## src/rtl/agu_pkg.sv

```systemverilog
package agu_pkg;
  typedef enum logic [1:0] {
    AGU_LIN  = 2'd0,
    AGU_MOD  = 2'd1,
    AGU_REV  = 2'd2,
    AGU_HOLD = 2'd3
  } agu_mode_e;
endpackage

```

## src/rtl/agu_mod_step.sv

```systemverilog
module agu_mod_step #(
  parameter int OW = 8
) (
  input  logic [OW-1:0] off_i,
  input  logic [OW:0]   step_i,
  input  logic [OW:0]   len_i,
  output logic [OW-1:0] nxt_o,
  output logic          wrap_o
);
  // offset + step, folded back into [0, K) by one compare and subtract
  function automatic logic [OW+1:0] raw_sum(logic [OW-1:0] o, logic [OW:0] s);
    return {2'b00, o} + {1'b0, s};
  endfunction

  function automatic logic [OW-1:0] fold(logic [OW+1:0] sum, logic [OW:0] k);
    logic [OW+1:0] r;
    r = (sum >= {1'b0, k}) ? (sum - {1'b0, k}) : sum;
    return r[OW-1:0];
  endfunction

  logic [OW+1:0] sum;
  always_comb begin
    sum    = raw_sum(off_i, step_i);
    wrap_o = (sum >= {1'b0, len_i});
    nxt_o  = fold(sum, len_i);
  end
endmodule

```

## src/rtl/agu_rev_step.sv

```systemverilog
module agu_rev_step #(
  parameter int OW = 8,
  parameter int LW = 4
) (
  input  logic [OW-1:0] off_i,
  input  logic [LW-1:0] lg_i,
  output logic [OW-1:0] nxt_o,
  output logic          wrap_o
);
  // active-bit mask: bit g is in range when g < log2(N)
  logic [OW-1:0] act;
  for (genvar g = 0; g < OW; g++) begin : g_mask
    assign act[g] = (int'(lg_i) > g);
  end

  // add N/2: start at the top active bit, carry moves down towards bit 0
  function automatic logic [OW-1:0] rc_inc(logic [OW-1:0] v, logic [OW-1:0] m);
    logic [OW-1:0] r;
    logic          c;
    r = v & m;
    c = 1'b1;
    for (int i = OW-1; i >= 0; i--) begin
      if (m[i] && c) begin
        c    = r[i];
        r[i] = ~r[i];
      end
    end
    return r;
  endfunction

  always_comb begin
    nxt_o  = rc_inc(off_i, act);
    wrap_o = (nxt_o == '0);
  end
endmodule

```

## src/rtl/agu_addr_gen.sv

```systemverilog
module agu_addr_gen #(
  parameter int AW = 16,
  parameter int OW = 8,
  localparam int KW = OW + 1,
  localparam int LW = $clog2(OW + 1)
) (
  input  logic          clk,
  input  logic          rst_n,
  input  logic          cfg_load,
  input  logic [AW-1:0] cfg_base,
  input  logic [KW-1:0] cfg_len,
  input  logic [AW-1:0] cfg_step,
  input  logic [1:0]    cfg_mode,
  input  logic [LW-1:0] cfg_fft_log2,
  input  logic          step_en,
  output logic [AW-1:0] addr_out
);
  import agu_pkg::*;

  logic [AW-1:0] base_q, step_q, off_q, addr_q;
  logic [KW-1:0] len_q;
  logic [LW-1:0] lg_q;
  agu_mode_e     mode_q;

  // named events for the checker
  logic          adv_fire;
  logic          mod_wrap, rev_wrap;
  logic [OW-1:0] mod_nxt, rev_nxt;
  logic [AW-1:0] off_adv, off_d, base_d;

  assign adv_fire = step_en & ~cfg_load;

  agu_mod_step #(.OW(OW)) i_mod (
    .off_i  (off_q[OW-1:0]),
    .step_i (step_q[KW-1:0]),
    .len_i  (len_q),
    .nxt_o  (mod_nxt),
    .wrap_o (mod_wrap)
  );

  agu_rev_step #(.OW(OW), .LW(LW)) i_rev (
    .off_i  (off_q[OW-1:0]),
    .lg_i   (lg_q),
    .nxt_o  (rev_nxt),
    .wrap_o (rev_wrap)
  );

  always_comb begin
    unique case (mode_q)
      AGU_LIN: off_adv = off_q + step_q;
      AGU_MOD: off_adv = AW'(mod_nxt);
      AGU_REV: off_adv = AW'(rev_nxt);
      default: off_adv = off_q;
    endcase
  end

  always_comb begin
    base_d = cfg_load ? cfg_base : base_q;
    if (cfg_load)      off_d = '0;
    else if (step_en)  off_d = off_adv;
    else               off_d = off_q;
  end

  always_ff @(posedge clk or negedge rst_n) begin
    if (!rst_n) begin
      base_q <= '0;
      step_q <= '0;
      len_q  <= KW'(1);
      lg_q   <= '0;
      mode_q <= AGU_LIN;
      off_q  <= '0;
      addr_q <= '0;
    end else begin
      if (cfg_load) begin
        step_q <= cfg_step;
        len_q  <= cfg_len;
        lg_q   <= cfg_fft_log2;
        mode_q <= agu_mode_e'(cfg_mode);
      end
      base_q <= base_d;
      off_q  <= off_d;
      addr_q <= base_d + off_d;
    end
  end

  assign addr_out = addr_q;
endmodule

```

## config.mk

```make
export PLATFORM = sky130hd
export DESIGN_NAME = agu_addr_gen
export DESIGN_NICKNAME = d
export VERILOG_FILES = /design/src/rtl/agu_pkg.sv /design/src/rtl/agu_mod_step.sv /design/src/rtl/agu_rev_step.sv /design/src/rtl/agu_addr_gen.sv
export SDC_FILE = /design/constraint.sdc
export NUM_CORES = 1
export LEC_CHECK = 0
export BUFFER_PORTS_ARGS = -buffer_cell sky130_fd_sc_hd__buf_2
export CORE_AREA = 2 2 81 121
export CTS_CLUSTER_DIAMETER = 200
export DETAILED_ROUTE_END_ITERATION = 10
export DIE_AREA = 0 0 83 123
export PLACE_DENSITY = 0.81
export SYNTH_ARGS = -nofsm -noshare
export SYNTH_HDL_FRONTEND = slang
export SYNTH_SLANG_ARGS = --single-unit
```

## constraint.sdc

```tcl
create_clock -name clk -period 11.88 [get_ports clk]
set_input_delay 1.188 -clock clk [delete_from_list [all_inputs] [get_ports clk]]
set_output_delay 1.188 -clock clk [all_outputs]
set_load 0.005 [all_outputs]
```

# Word-level counts from Yosys, hierarchy flattened
# Cells that the tools add are included.
[word_totals] ff_bits=79 in_bits=51 out_inout_bits=16 wordCells=59
[classes] n_addsub=4 order_cmp=9 eq_ne=2 muxes=20 n_bitwise=9 n_reduce_logical=8
[op_table] cell="16-bit two-way mux" n=3
[op_table] cell="16-bit case mux with 3 select lines" n=1
[op_table] cell="16-bit adder" n=2
[op_table] cell="4-bit by 3-bit greater-than comparator with 1-bit output, second input constant" n=4
[op_table] cell="1-bit two-way mux" n=15
[op_table] cell="8-bit by 9-bit adder with 10-bit output" n=1
[op_table] cell="10-bit by 9-bit greater-or-equal comparator with 1-bit output" n=1
[op_table] cell="8-bit bitwise AND" n=1
[op_table] cell="4-bit by 1-bit greater-than comparator with 1-bit output, second input constant" n=2
[op_table] cell="4-bit by 2-bit greater-than comparator with 1-bit output, second input constant" n=2
[op_table] cell="8-bit two-way mux" n=1
[op_table] cell="1-bit inverter" n=8
[op_table] cell="8-bit subtractor" n=1
[op_table] cell="1-bit logical AND" n=7
[op_table] cell="2-bit by 1-bit equality test with 1-bit output, second input constant" n=1
[op_table] cell="2-bit equality test, second input constant" n=1
[op_table] cell="2-bit logical NOT" n=1

# Longest topological paths before layout
# Gate-level depths: netlist (run 1).
[logic_depth] depth_word=21 depth_mapped=28

# By module
# From an unflattened synthesis (run 1), not the netlist that was laid out.
[unflattened] cells_unflattened=558 area_unflattened_um2=5570.3
[modules_own_cells] mod="agu_addr_gen" instances=1 cells_each=396 area_each_um2=4312.9 seq_area_each_um2=1978.1
[modules_own_cells] mod="agu_mod_step" instances=1 cells_each=109 area_each_um2=890.9 seq_area_each_um2=0.0
[modules_own_cells] mod="agu_rev_step" instances=1 cells_each=53 area_each_um2=366.6 seq_area_each_um2=0.0

# Worst setup path before layout (run 1)
# Ideal clock, no wire load.
[synth_path] kind="register -> register" start="reg off_q[0]" end="reg addr_q[14] (netlist: addr_out[14])" setup_ps=123 t_arrival_ps=5162 t_required_ps=11757 slack_ps=6596 path_stages_with_launch=29 n_path_buf=0 synth_period_minus_slack_ps=5284 path_cell_list="dfrtp_1 ha_1 inv_1 fa_1 nand2b_1 a21boi_0 o21ai_0 nand2b_1 a21oi_1 xnor2_1 ha_1 o21ai_1 a21oi_1 a211oi_4 mux2_2 o22ai_1 o21a_1 ha_1 inv_1 fa_1 nor2b_1 o21ai_1 a21boi_0 o21ai_1 a211oi_1 o31ai_1 o21bai_1 a21oi_1 xnor2_1"
[synth_via] elab_chain_len=7
[synth_lines] item="start: declaration" line_no="agu_addr_gen.sv:20" source="logic [AW-1:0] base_q, step_q, off_q, addr_q;"
[synth_lines] item="start signal: assignment" line_no="agu_addr_gen.sv:71" source="off_q <= '0;"
[synth_lines] item="start signal: assignment" line_no="agu_addr_gen.sv:81" source="off_q <= off_d;"
[synth_lines] item="8-bit by 9-bit adder with 10-bit output / 8-bit bitwise AND (equally long branches)" line_no="agu_mod_step.sv:12, agu_rev_step.sv:20"
[synth_lines] item="8-bit subtractor (tied with other cells)" line_no="agu_mod_step.sv:17" source="r = (sum >= {1'b0, k}) ? (sum - {1'b0, k}) : sum;"
[synth_lines] item="8-bit two-way mux / 1-bit two-way mux (equally long branches)" line_no="agu_mod_step.sv:17, agu_rev_step.sv:23"
[synth_lines] item="16-bit case mux with 3 select lines" line_no="agu_addr_gen.sv:49" source="unique case (mode_q)"
[synth_lines] item="16-bit two-way mux (*)" line_no="agu_addr_gen.sv:60" source="else if (step_en) off_d = off_adv;"
[synth_lines] item="16-bit two-way mux (*)" line_no="agu_addr_gen.sv:59" source="if (cfg_load) off_d = '0;"
[synth_lines] item="via off_d[0]" line_no="agu_addr_gen.sv:29" source="logic [AW-1:0] off_adv, off_d, base_d;"
[synth_lines] item="16-bit adder (*)" line_no="agu_addr_gen.sv:82" source="addr_q <= base_d + off_d;"
[synth_lines] item="end signal: assignment" line_no="agu_addr_gen.sv:82"
[synth_lines] item="end: declaration" line_no="agu_addr_gen.sv:20"
# The timed path passes the listed nets; every way through them passes the cells marked *.
# A chain may end at the register's enable or synchronous reset.

# Worst setup path after layout (run 1)
# Same ends and word-level chain as after synthesis.

==> results by group, run 1 <==
Outcome
  – Status: finished, final reports clean

Die
  – Die width: approximately 83 um
  – Chip height: 123 um
  – Die ar.: 0.0102 mm2
  – Initial core utilization: 0.534
  – IO Pins: 67
  – Row count: 43
  – Core Box Area: 0.00920 mm2

Timing
  – Max-slew violations: 0
  – Shortest period the worst path allows: between 6 and 7 ns
  – Setup TNS: 0 ns
  – Worst clock skew: 0.00698 ns
  – Fmax: 158 MHz
  – RSZ-0062 raised after global routing: no
  – Slew @ Worst Pin: 0.964 ns
  – Final hold viol count: 0
  – Setup Viol. Count Final: 0
  – Final period utilization: 0.531
  – Rel. slew slack: 0.357

Hold path
  – Hold endpoint: base_q[9]
  – Worst hold path startpoint: base_q[9]
  – Hold path cells: 1
  – Min-delay worst type: register to register

Global routing
  – Initial antenna violation count: 0
  – First-pass GRT wire length: about 18 mm
  – Overflow after GRT: 0
  – Vias in the first global route: between 3k and 4k
  – Largest net degree at the start of global routing: 80
  – GRT Util Overall: 0.216

Synth
  – Seq/Total Area, Yosys: 0.403
  – Ys async rst share: 1.00
  – Seq cells post-synth: 79
  – XOR/XNOR Fraction of Synth Area: 0.0606
  – Netlist area before placement: 0.00491 mm2
  – Simple-gate share of the synthesized area: 0.127
  – Synth unique cells: 56
  – Main synth FF type: dfrtp_1
  – Mux contribution to synthesized area: 0.0965
  – EDFF count, synth: 0
  – Adder-Cell Fraction of Synth Area: 0.112
  – Post-synthesis compound-gate area fraction: 0.168
  – Syn_area_per_cell: 9.96 um2
  – YS warnings: 0
  – Post-Syn Nets: 586
  – Largest family of logic cells by synthesized area: compound AO/OA/AOI/OAI gates
  – Post-synthesis instance total: a little under 500

Detailed routing
  – DR WL/cell: 15.8 um
  – Via density: about 5.7
  – DR vias: 3840
  – Post-DRT Antenna Nets: 0
  – DRC violations left: 0
  – Initial drt markers: 290
  – Drt pass-1 iters: 4
  – WL final: roughly 11 mm

Clock tree
  – Post-CTS Setup Bufs: 0
  – Clock slew seen by the registers of the worst setup and hold paths: 0.06 ns
  – Post-cts sizing count: 0
  – CTS tree: built
  – CTS Root Buffer Type: clkbuf_16
  – Worst skew pair latency: 0.34 ns
  – Deepest clock path buffer count: 2
  – Clock sinks: between 70 and 80
  – CTS Buf Count: 9
  – Depth of the CTS H-tree: 3
  – Hold buffer count at CTS: 0

Placement
  – GP Congestion: 0.858
  – Final HPWL DP: 8.06 mm
  – Port bufs: 66

Finish
  – Final Core Density: 0.610
  – Final-stage net count: 647
  – Fill count: 756
  – Area grow syn2layout: 14.3%
  – Ant diodes: 0
  – Share of cells above drive strength 1: 0.243

Run
  – Max cap viols: 0

Setup path
  – R2r setup slk: 5.57 ns
  – Critical path peak fanout: 10
  – Worst EP required: about 12 ns
  – Launch point of the worst reg-to-reg path: off_q[0]
  – Data arrival, critical path: 6.54 ns
  – CP bufs+invs: 2
  – R2R depth: 28
  – CP Capture Type: register
  – Cell class contributing the biggest share of worst-path delay: compound AO/OA/AOI/OAI gates
  – Slowest cell on crit path: a211oi_4
  – Worst path max stage delay: 0.53 ns
  – Crit Path Class: register to register
  – Reg-to-Reg End: addr_out[14]
  – Worst setup SP type: register

Power
  – Leakage power: 2.61 nW
  – PwrDens: around 170 mW/mm2
  – Worst VDD drop: 0.113 mV
## sequential cells by signal, indices dropped and copies added, names as in the netlist
| signal | count |
|---|---|
| addr_out | 16 |
| len_q | 9 |
| off_q | 16 |
| mode_q | 2 |
| step_q | 16 |
| base_q | 16 |
| lg_q | 4 |
## kinds of logic (layout without fill, tap and decap cells)
kind of cell | after synthesis | after routing
multiplexers | 43 | 43
adder cells (fa/ha/maj) | 42 | 42
AO/OA/AOI/OAI | 124 | 124
buffers and inverters | 43 | 109
flip-flops | 79 | 79
XOR/XNOR | 34 | 34
AND/OR/NAND/NOR | 128 | 128
## stage by stage
step / std cells / hold WS [ns] / area (um2) / setup WS (ns) / power, mW
after global routing: 671 / 0.520 / 5620 / 5.26 / 1.01
after global placement: 655 / 0.487 / 5330 / 6.05 / 0.670
after CTS: 671 / 0.506 / 5620 / 5.66 / 0.954
after detailed placement: 655 / 0.493 / 5330 / 5.67 / 0.683
final: 671 / 0.502 / 5620 / 5.57 / 0.947
after floorplan: 493 / 0.474 / 4910 / 6.60 / 0.594
## cells in the mapped netlist, drive strengths merged (4+ instances only)
cell type	n	area share
a211oi	7	0.013
a21o	4	0.0061
a21oi	31	0.032
a22oi	6	0.0092
clkbuf	15	0.011
dfrtp	78	0.40
ha	39	0.099
inv	26	0.020
mux2	35	0.080
mux2i	8	0.016
nand2	33	0.025
nand2b	11	0.014
nand3	5	0.0051
nor2	36	0.028
nor2b	11	0.016
nor3	15	0.017
o211ai	5	0.011
o21a	6	0.0092
o21ai	35	0.036
or2	5	0.0064
xnor2	27	0.048
xor2	7	0.012
## final cells by class
type	count	area (um2)	share of cell area
clock buffers	10	239	0.0425
clock inverters	6	51.3	0.00913
inverters	26	97.6	0.0174
multi-input cells	371	2770	0.493
flip-flops and latches	79	1980	0.352
well taps	112	140	0.0249
repair buffers	67	340	0.0606
## power breakdown
group	leakage, nW	switching (mW)	internal (mW)	total (mW)
Sequential	0.957	0.0252	0.308	0.333
Clock	0.140	0.114	0.150	0.264
Combinational	1.51	0.187	0.162	0.349
## worst max path at each step
| stage | startpoint | end | slack, ns | cells past startpoint |
|---|---|---|---|---|
| floorplan | off_q[0] | addr_out[14] | 6.60 | 28 |
| global placement | off_q[0] | addr_out[14] | 6.05 | 28 |
| detailed placement | off_q[0] | addr_out[14] | 5.67 | 28 |
| CTS | off_q[0] | addr_out[14] | 5.66 | 28 |
| global route | off_q[0] | addr_out[14] | 5.26 | 28 |
| finish | off_q[0] | addr_out[14] | 5.57 | 28 |
## layout by cell type, fill, tap and decap left out, drive strengths merged, types with 3 or more instances in the layout
cell type / instances
buf: 67
a211oi: 7
fa: 3
mux2i: 8
a21oi: 31
o211ai: 5
nor3: 15
clkbuf: 10
o21bai: 3
or3: 3
nor2b: 11
inv: 29
xnor2: 27
a22oi: 6
nand2b: 11
or2: 5
ha: 39
dfrtp: 78
o21ai: 35
a21boi: 3
a21o: 4
xor2: 7
nand3: 5
and2: 3
o22ai: 3
mux2: 35
o21a: 6
nor2: 36
a31oi: 3
nand2: 33
## metal layers
metal	track usage	share of wire	vias to the layer above
met5	0	0	-
met4	0.103	0.027	0
met3	0.0360	0.039	24
met2	0.398	0.54	87
met1	0.244	0.40	1852
li1	-	-	1877
Note: power is estimated with default switching activity, not from simulation.
==> run 2, diff against run 1 <==
- CORE_AREA: 2 2 81 121 -> 2 2 82 123
- DIE_AREA: 0 0 83 123 -> 0 0 84 125
- PLACE_DENSITY: 0.81 -> 0.82
- clock period: 11.88 -> 5.8 ns (I/O delays scaled with it)
==> run 2 against run 1 <==
Count of clock-buffer cells in the layout did not move. Combinational power rose by 120%. Worst setup slack got worse by 5.3 ns. Largest power group unchanged. Highest routed layer unchanged.
==> results by group, run 2 (same netlist as run 1, synthesis figures left out) <==
Outcome
  – Status: finished, final reports clean

Finish
  – Area grow syn2layout: 17.2%
  – Ant diodes: 0
  – Share of cells above drive strength 1: 0.272
  – Fill count: 777
  – Most frequent cells in the layout: dfrtp_1, buf_2, ha_1, nor2_1, mux2_2
  – Commonest non-fill, non-tap cell in the layout: dfrtp_1
  – Final-stage net count: roughly 650
  – Fin area: between 0.005 and 0.006 mm2

Placement
  – GP Congestion: 0.857
  – Port bufs: 66
  – Final HPWL DP: between 8 and 9 mm
  – Post-DP Area: 0.00535 mm2

Die
  – Chip height: 125 um
  – Die ar.: 0.0105 mm2
  – IO Pins: 67
  – Row count: 44
  – Core Box Area: 0.00952 mm2
  – Initial core utilization: 0.516
  – Die width: 84 um

Global routing
  – Initial antenna violation count: 0
  – First-pass GRT wire length: about 19 mm
  – GRT Util Overall: 0.223
  – Largest net degree at the start of global routing: 80
  – Vias in the first global route: 3967
  – Overflow after GRT: 0

Clock tree
  – Deepest clock path buffer count: 2
  – Hold buffer count at CTS: 0
  – Depth of the CTS H-tree: 3
  – CTS Buf Count: 9
  – CTS tree: built
  – Worst skew pair latency: 0.35 ns
  – CTS Root Buffer Type: clkbuf_16
  – Clock sinks: 79
  – Clock slew seen by the registers of the worst setup and hold paths: 0.06 ns

Setup path
  – Worst EP required: a little over 6 ns
  – Data arrival, critical path: 5.76 ns
  – Slowest cell on crit path: fa_1
  – Worst setup SP type: register
  – Critical path peak fanout: 3
  – CP Capture Type: register
  – Crit Path Class: register to register
  – Worst path max stage delay: 0.40 ns

Power
  – Final Power: 2.06 mW
  – Clock share of power: 0.296
  – Int Pwr: 1.38 mW
  – Combinational Power Share: 0.372
  – Worst VDD drop: 0.221 mV
  – Sw power: 0.684 mW
  – Seq pwr share: 0.332
  – Leakage power: 2.66 nW
  – PwrDens: 358 mW/mm2
  – Sw frac: 0.332

Timing
  – Worst clock skew: 0.00523 ns
  – Final hold slack: just under 0.4 ns
  – Shortest period the worst path allows: 5.53 ns
  – Final period utilization: 0.953
  – Setup TNS: 0 ns
  – Max-slew violations: 0
  – Slew @ Worst Pin: roughly 0.97 ns
  – Setup Viol. Count Final: 0
  – Rel. slew slack: 0.356
  – Fmax: 181 MHz
  – Final hold viol count: 0

Detailed routing
  – Post-DRT Antenna Nets: 0
  – Initial drt markers: 277
  – DR WL/cell: 16.6 um
  – WL final: 11.3 mm
  – DR vias: 3893
  – Drt pass-1 iters: 4
  – DRC violations left: 0
  – Via density: around 5.7

Run
  – Max cap viols: 0

Hold path
  – Min-delay worst type: input port to async pin
[run 2: power by group through the flow]
| stage | combinational (mW) | sequential, mW | clock [mW] |
|---|---|---|---|
| detailed placement | 0.715 | 0.691 | 0 |
| global placement | 0.693 | 0.688 | 0 |
| finish | 0.766 | 0.684 | 0.610 |
| CTS | 0.729 | 0.683 | 0.622 |
| floorplan | 0.540 | 0.677 | 0 |
| global route | 0.841 | 0.693 | 0.642 |
[run 2: timing repair]
| item | in CTS | in global routing |
|---|---|---|
| gates resized for setup | 2 | 15 |
| gates cloned | 0 | 0 |
| pin swaps | 0 | 5 |
| buffers inserted | 0 | 3 |
| setup endpoints to repair | 3 | 7 |
[run 2: path summary, 6_finish.rpt]
path | from | endpoint | slack [ns] | cells after the start
setup / recovery | off_q[0] | addr_out[14] | 0.27 | 28
hold / removal | rst_n | addr_out[2] | 0.39 | 1
setup reg to reg | off_q[0] | addr_out[14] | 0.27 | 28
hold reg to reg | base_q[5] | base_q[5] | 0.51 | 1
max in group asynchronous | rst_n | off_q[13] | 4.79 | 1
min in group clk | cfg_len[6] | len_q[6] | 0.44 | 3
[run 2: stage by stage]
step                cells  worst slack (ns)  utilization
floorplan             493             0.516            -
global placement      660             0.212        0.561
detailed placement    660           -0.0459        0.561
CTS                   675           -0.0208        0.596
global route          678           -0.0309        0.605
finish                678             0.270        0.605
[run 2: critical path, delay by kind of cell (launching register included)]
family                   cells  cell delay, ns
buffers and inverters        2            0.13
AO/OA/AOI/OAI               15            2.28
multiplexers                 1            0.37
XOR/XNOR                     2            0.40
flip-flops                   1            0.37
AND/OR/NAND/NOR              3            0.44
adder cells (fa/ha/maj)      5            1.42
[run 2: layout make-up]
type / count / area [um2] / area share
Sequential cell: 79 / 1980 / 0.343
Inverter: 26 / 97.6 / 0.0169
Timing Repair Buffer: 72 / 378 / 0.0656
Tap cell: 115 / 144 / 0.0250
Clock buffer: 10 / 239 / 0.0415
Multi-Input combinational cell: 371 / 2840 / 0.493
Clock inverter: 5 / 81.3 / 0.0141
[run 2: per-layer routing]
metal / share of wire / track usage / wire length (um) / vias up
met2: 0.53 / 0.393 / 5950 / 111
li1: - / - / - / 1882
met3: 0.039 / 0.0330 / 442 / 32
met1: 0.40 / 0.256 / 4450 / 1868
met5: 0 / 0 / 0 / -
met4: 0.038 / 0.125 / 426 / 0
==> run 3, diff against run 2 <==
- ABC_AREA: default -> 1
- CORE_AREA: 2 2 82 123 -> 2 2 86 129
- DIE_AREA: 0 0 84 125 -> 0 0 88 131
- PLACE_DENSITY: 0.82 -> 0.81
==> run 3 against run 2 <==
Die area is 9.8% higher. Register-to-register slack better by 0.56 ns. Non-clock buffer count is 4 lower. Sequential share of layout area is 2.2 points lower. Clock power is 5.2% lower. Combinational power is 16% lower. Sequential cell count stayed put. Synthesized area is 9.8% higher. Sequential power is 3.9% lower. Critical endpoint unchanged. Highest routed layer unchanged.
==> results by group, run 3 <==
Outcome
  – Status: finished, final reports clean

Global routing
  – First-pass GRT wire length: 22.9 mm
  – Initial antenna violation count: 0
  – Overflow after GRT: 0
  – Vias in the first global route: 4961
  – GRT Util Overall: 0.259
  – M1 GR Usage: 0.279
  – Met2 Use GR: 0.481
  – Largest net degree at the start of global routing: 80
  – Busiest grt layer: met2
  – Met3 Resource Use GR: 0.0314

Setup path
  – Worst path max stage delay: 0.46 ns
  – Crit Path Class: register to register
  – Worst EP required: just over 6 ns
  – Slowest cell on crit path: dfrtp_1
  – CP most frequent cell: nand2_1
  – Worst setup SP type: register
  – CP Capture Type: register
  – Critical path peak fanout: 10
  – Data arrival, critical path: 5.24 ns

Die
  – Initial core utilization: 0.518
  – Chip height: 131 um
  – Die ar.: 0.0115 mm2
  – Core Box Area: between 0.01 and 0.015 mm2
  – Row count: 46
  – Die width: roughly 88 um
  – IO Pins: 67

Clock tree
  – Post-cts sizing count: 0
  – Depth of the CTS H-tree: 3
  – Worst skew pair latency: about 0.35 ns
  – Post-CTS Setup Bufs: 0
  – CTS Buf Count: 9
  – CTS tree: built
  – Hold buffer count at CTS: 0
  – Deepest clock path buffer count: 2
  – CTS Root Buffer Type: clkbuf_16
  – Clock slew seen by the registers of the worst setup and hold paths: around 0.070 ns
  – Clock sinks: 79

Finish
  – Ant diodes: 0
  – Area grow syn2layout: 14.2%
  – Commonest non-fill, non-tap cell in the layout: nand2_1
  – Most frequent cells in the layout: nand2_1, inv_1, dfrtp_1, buf_2, a21oi_1
  – Share of cells above drive strength 1: 0.153
  – Fill count: 1003
  – Final-stage net count: 882
  – Fin area: 0.00616 mm2

Synth
  – Post-Syn Nets: 817
  – Top cell type's share of synthesized area: 0.362
  – Post-synthesis instance total: 724
  – Cell accounting for the most synthesized area: dfrtp_1
  – Ys async rst share: 1.00
  – Seq cells post-synth: 79
  – Top-count cell post-synth: nand2_1
  – Netlist area before placement: 0.00539 mm2
  – Synth unique cells: between 40 and 50
  – YS warnings: 0
  – EDFF count, synth: 0
  – Top cells by count, synth: nand2_1, inv_1, dfrtp_1
  – Syn_area_per_cell: 7.45 um2
  – Largest cells by area after synthesis: dfrtp_1, nand2_1, ha_1
  – Main synth FF type: dfrtp_1
  – Seq/Total Area, Yosys: 0.367

Power
  – Combinational Power Share: 0.344
  – Sw power: between 0.6 and 0.7 mW
  – Clock share of power: 0.307
  – Seq pwr share: 0.349
  – PwrDens: 306 mW/mm2
  – Sw frac: 0.368
  – Final Power: between 1.5 and 2 mW
  – Leakage power: 3.33 nW
  – Worst VDD drop: around 0.17 mV
  – Int Pwr: 1.19 mW

Detailed routing
  – WL final: around 14 mm
  – Post-DRT Antenna Nets: 0
  – DR WL/cell: 15.0 um
  – Initial drt markers: approximately 250
  – DRC violations left: 0
  – Via density: ~5.3
  – Drt pass-1 iters: 5
  – DR vias: approximately 5.0k

Timing
  – Final period utilization: 0.857
  – Rel. slew slack: 0.342
  – PnR worst setup slack: a little over 0.8 ns
  – Final hold viol count: 0
  – Max-slew violations: 0
  – Setup Viol. Count Final: 0
  – Worst clock skew: 0.00824 ns
  – Slew @ Worst Pin: 0.987 ns
  – RSZ-0062 raised after global routing: no
  – Final hold slack: 0.372 ns
  – Fmax: 201 MHz
  – Setup TNS: 0 ns
  – Shortest period the worst path allows: 4.97 ns

Placement
  – Post-DP Area: 0.00587 mm2
  – Final HPWL DP: roughly 11 mm
  – Port bufs: 66
  – GP Congestion: 0.935
  – Pre-CTS setup slack: around 0.95 ns

Run
  – Max cap viols: 0

Hold path
  – Min-delay worst type: input port to async pin
run 3: area by class of cell:
cell class	count	area, um2	area share
clock inverters	6	68.8	0.0112
clock buffers	9	225	0.0366
inverters	85	319	0.0518
flip-flops and latches	79	1980	0.321
repair buffers	68	348	0.0565
multi-input cells	546	3040	0.494
well taps	144	180	0.0292
run 3: power groups by stage:
stage | clock network, mW | logic [mW] | registers (mW)
finish | 0.578 | 0.647 | 0.657
floorplan | 0 | 0.456 | 0.658
global placement | 0 | 0.634 | 0.665
global route | 0.605 | 0.732 | 0.661
CTS | 0.586 | 0.645 | 0.657
detailed placement | 0 | 0.638 | 0.665
run 3: worst max-delay path: cells and delay by family, from the launching register on:
family	cells	cell delay [ns]
adders and majority gates	4	1.35
buffers and inverters	3	0.24
xor gates and xnor gates	1	0.15
AOI/OAI and AO/OA	3	0.68
and+or+nand+nor	21	2.00
DFF	1	0.46
run 3: worst paths after layout:
| path | startpoint | endpoint | slack (ns) | cells past startpoint |
|---|---|---|---|---|
| max in group asynchronous | rst_n | addr_out[11] | 4.76 | 1 |
| hold reg to reg | base_q[8] | base_q[8] | 0.47 | 2 |
| setup / recovery | off_q[2] | addr_out[14] | 0.83 | 32 |
| min in group clk | cfg_len[0] | len_q[0] | 0.43 | 3 |
| hold / removal | rst_n | step_q[10] | 0.37 | 1 |
| setup reg to reg | off_q[2] | addr_out[14] | 0.83 | 32 |
run 3: kinds of logic after synthesis:
group,count (synthesis),share of synthesized area
buffers and inverters,99,0.0691
xor gates and xnor gates,22,0.0357
AOI/OAI and AO/OA,124,0.130
adders and majority gates,42,0.102
and+or+nand+nor,358,0.296
DFF,79,0.367
run 3: routing by layer:
metal | share of wire | up-vias
met3 | 0.033 | 46
met2 | 0.53 | 138
met5 | 0 | -
li1 | - | 2482
met4 | 0.045 | 0
met1 | 0.39 | 2293
run 3: through the flow:
step	std cells	utilization
global placement	922	0.563
CTS	937	0.591
global route	937	0.591
detailed placement	922	0.563
floorplan	724	-
finish	937	0.591
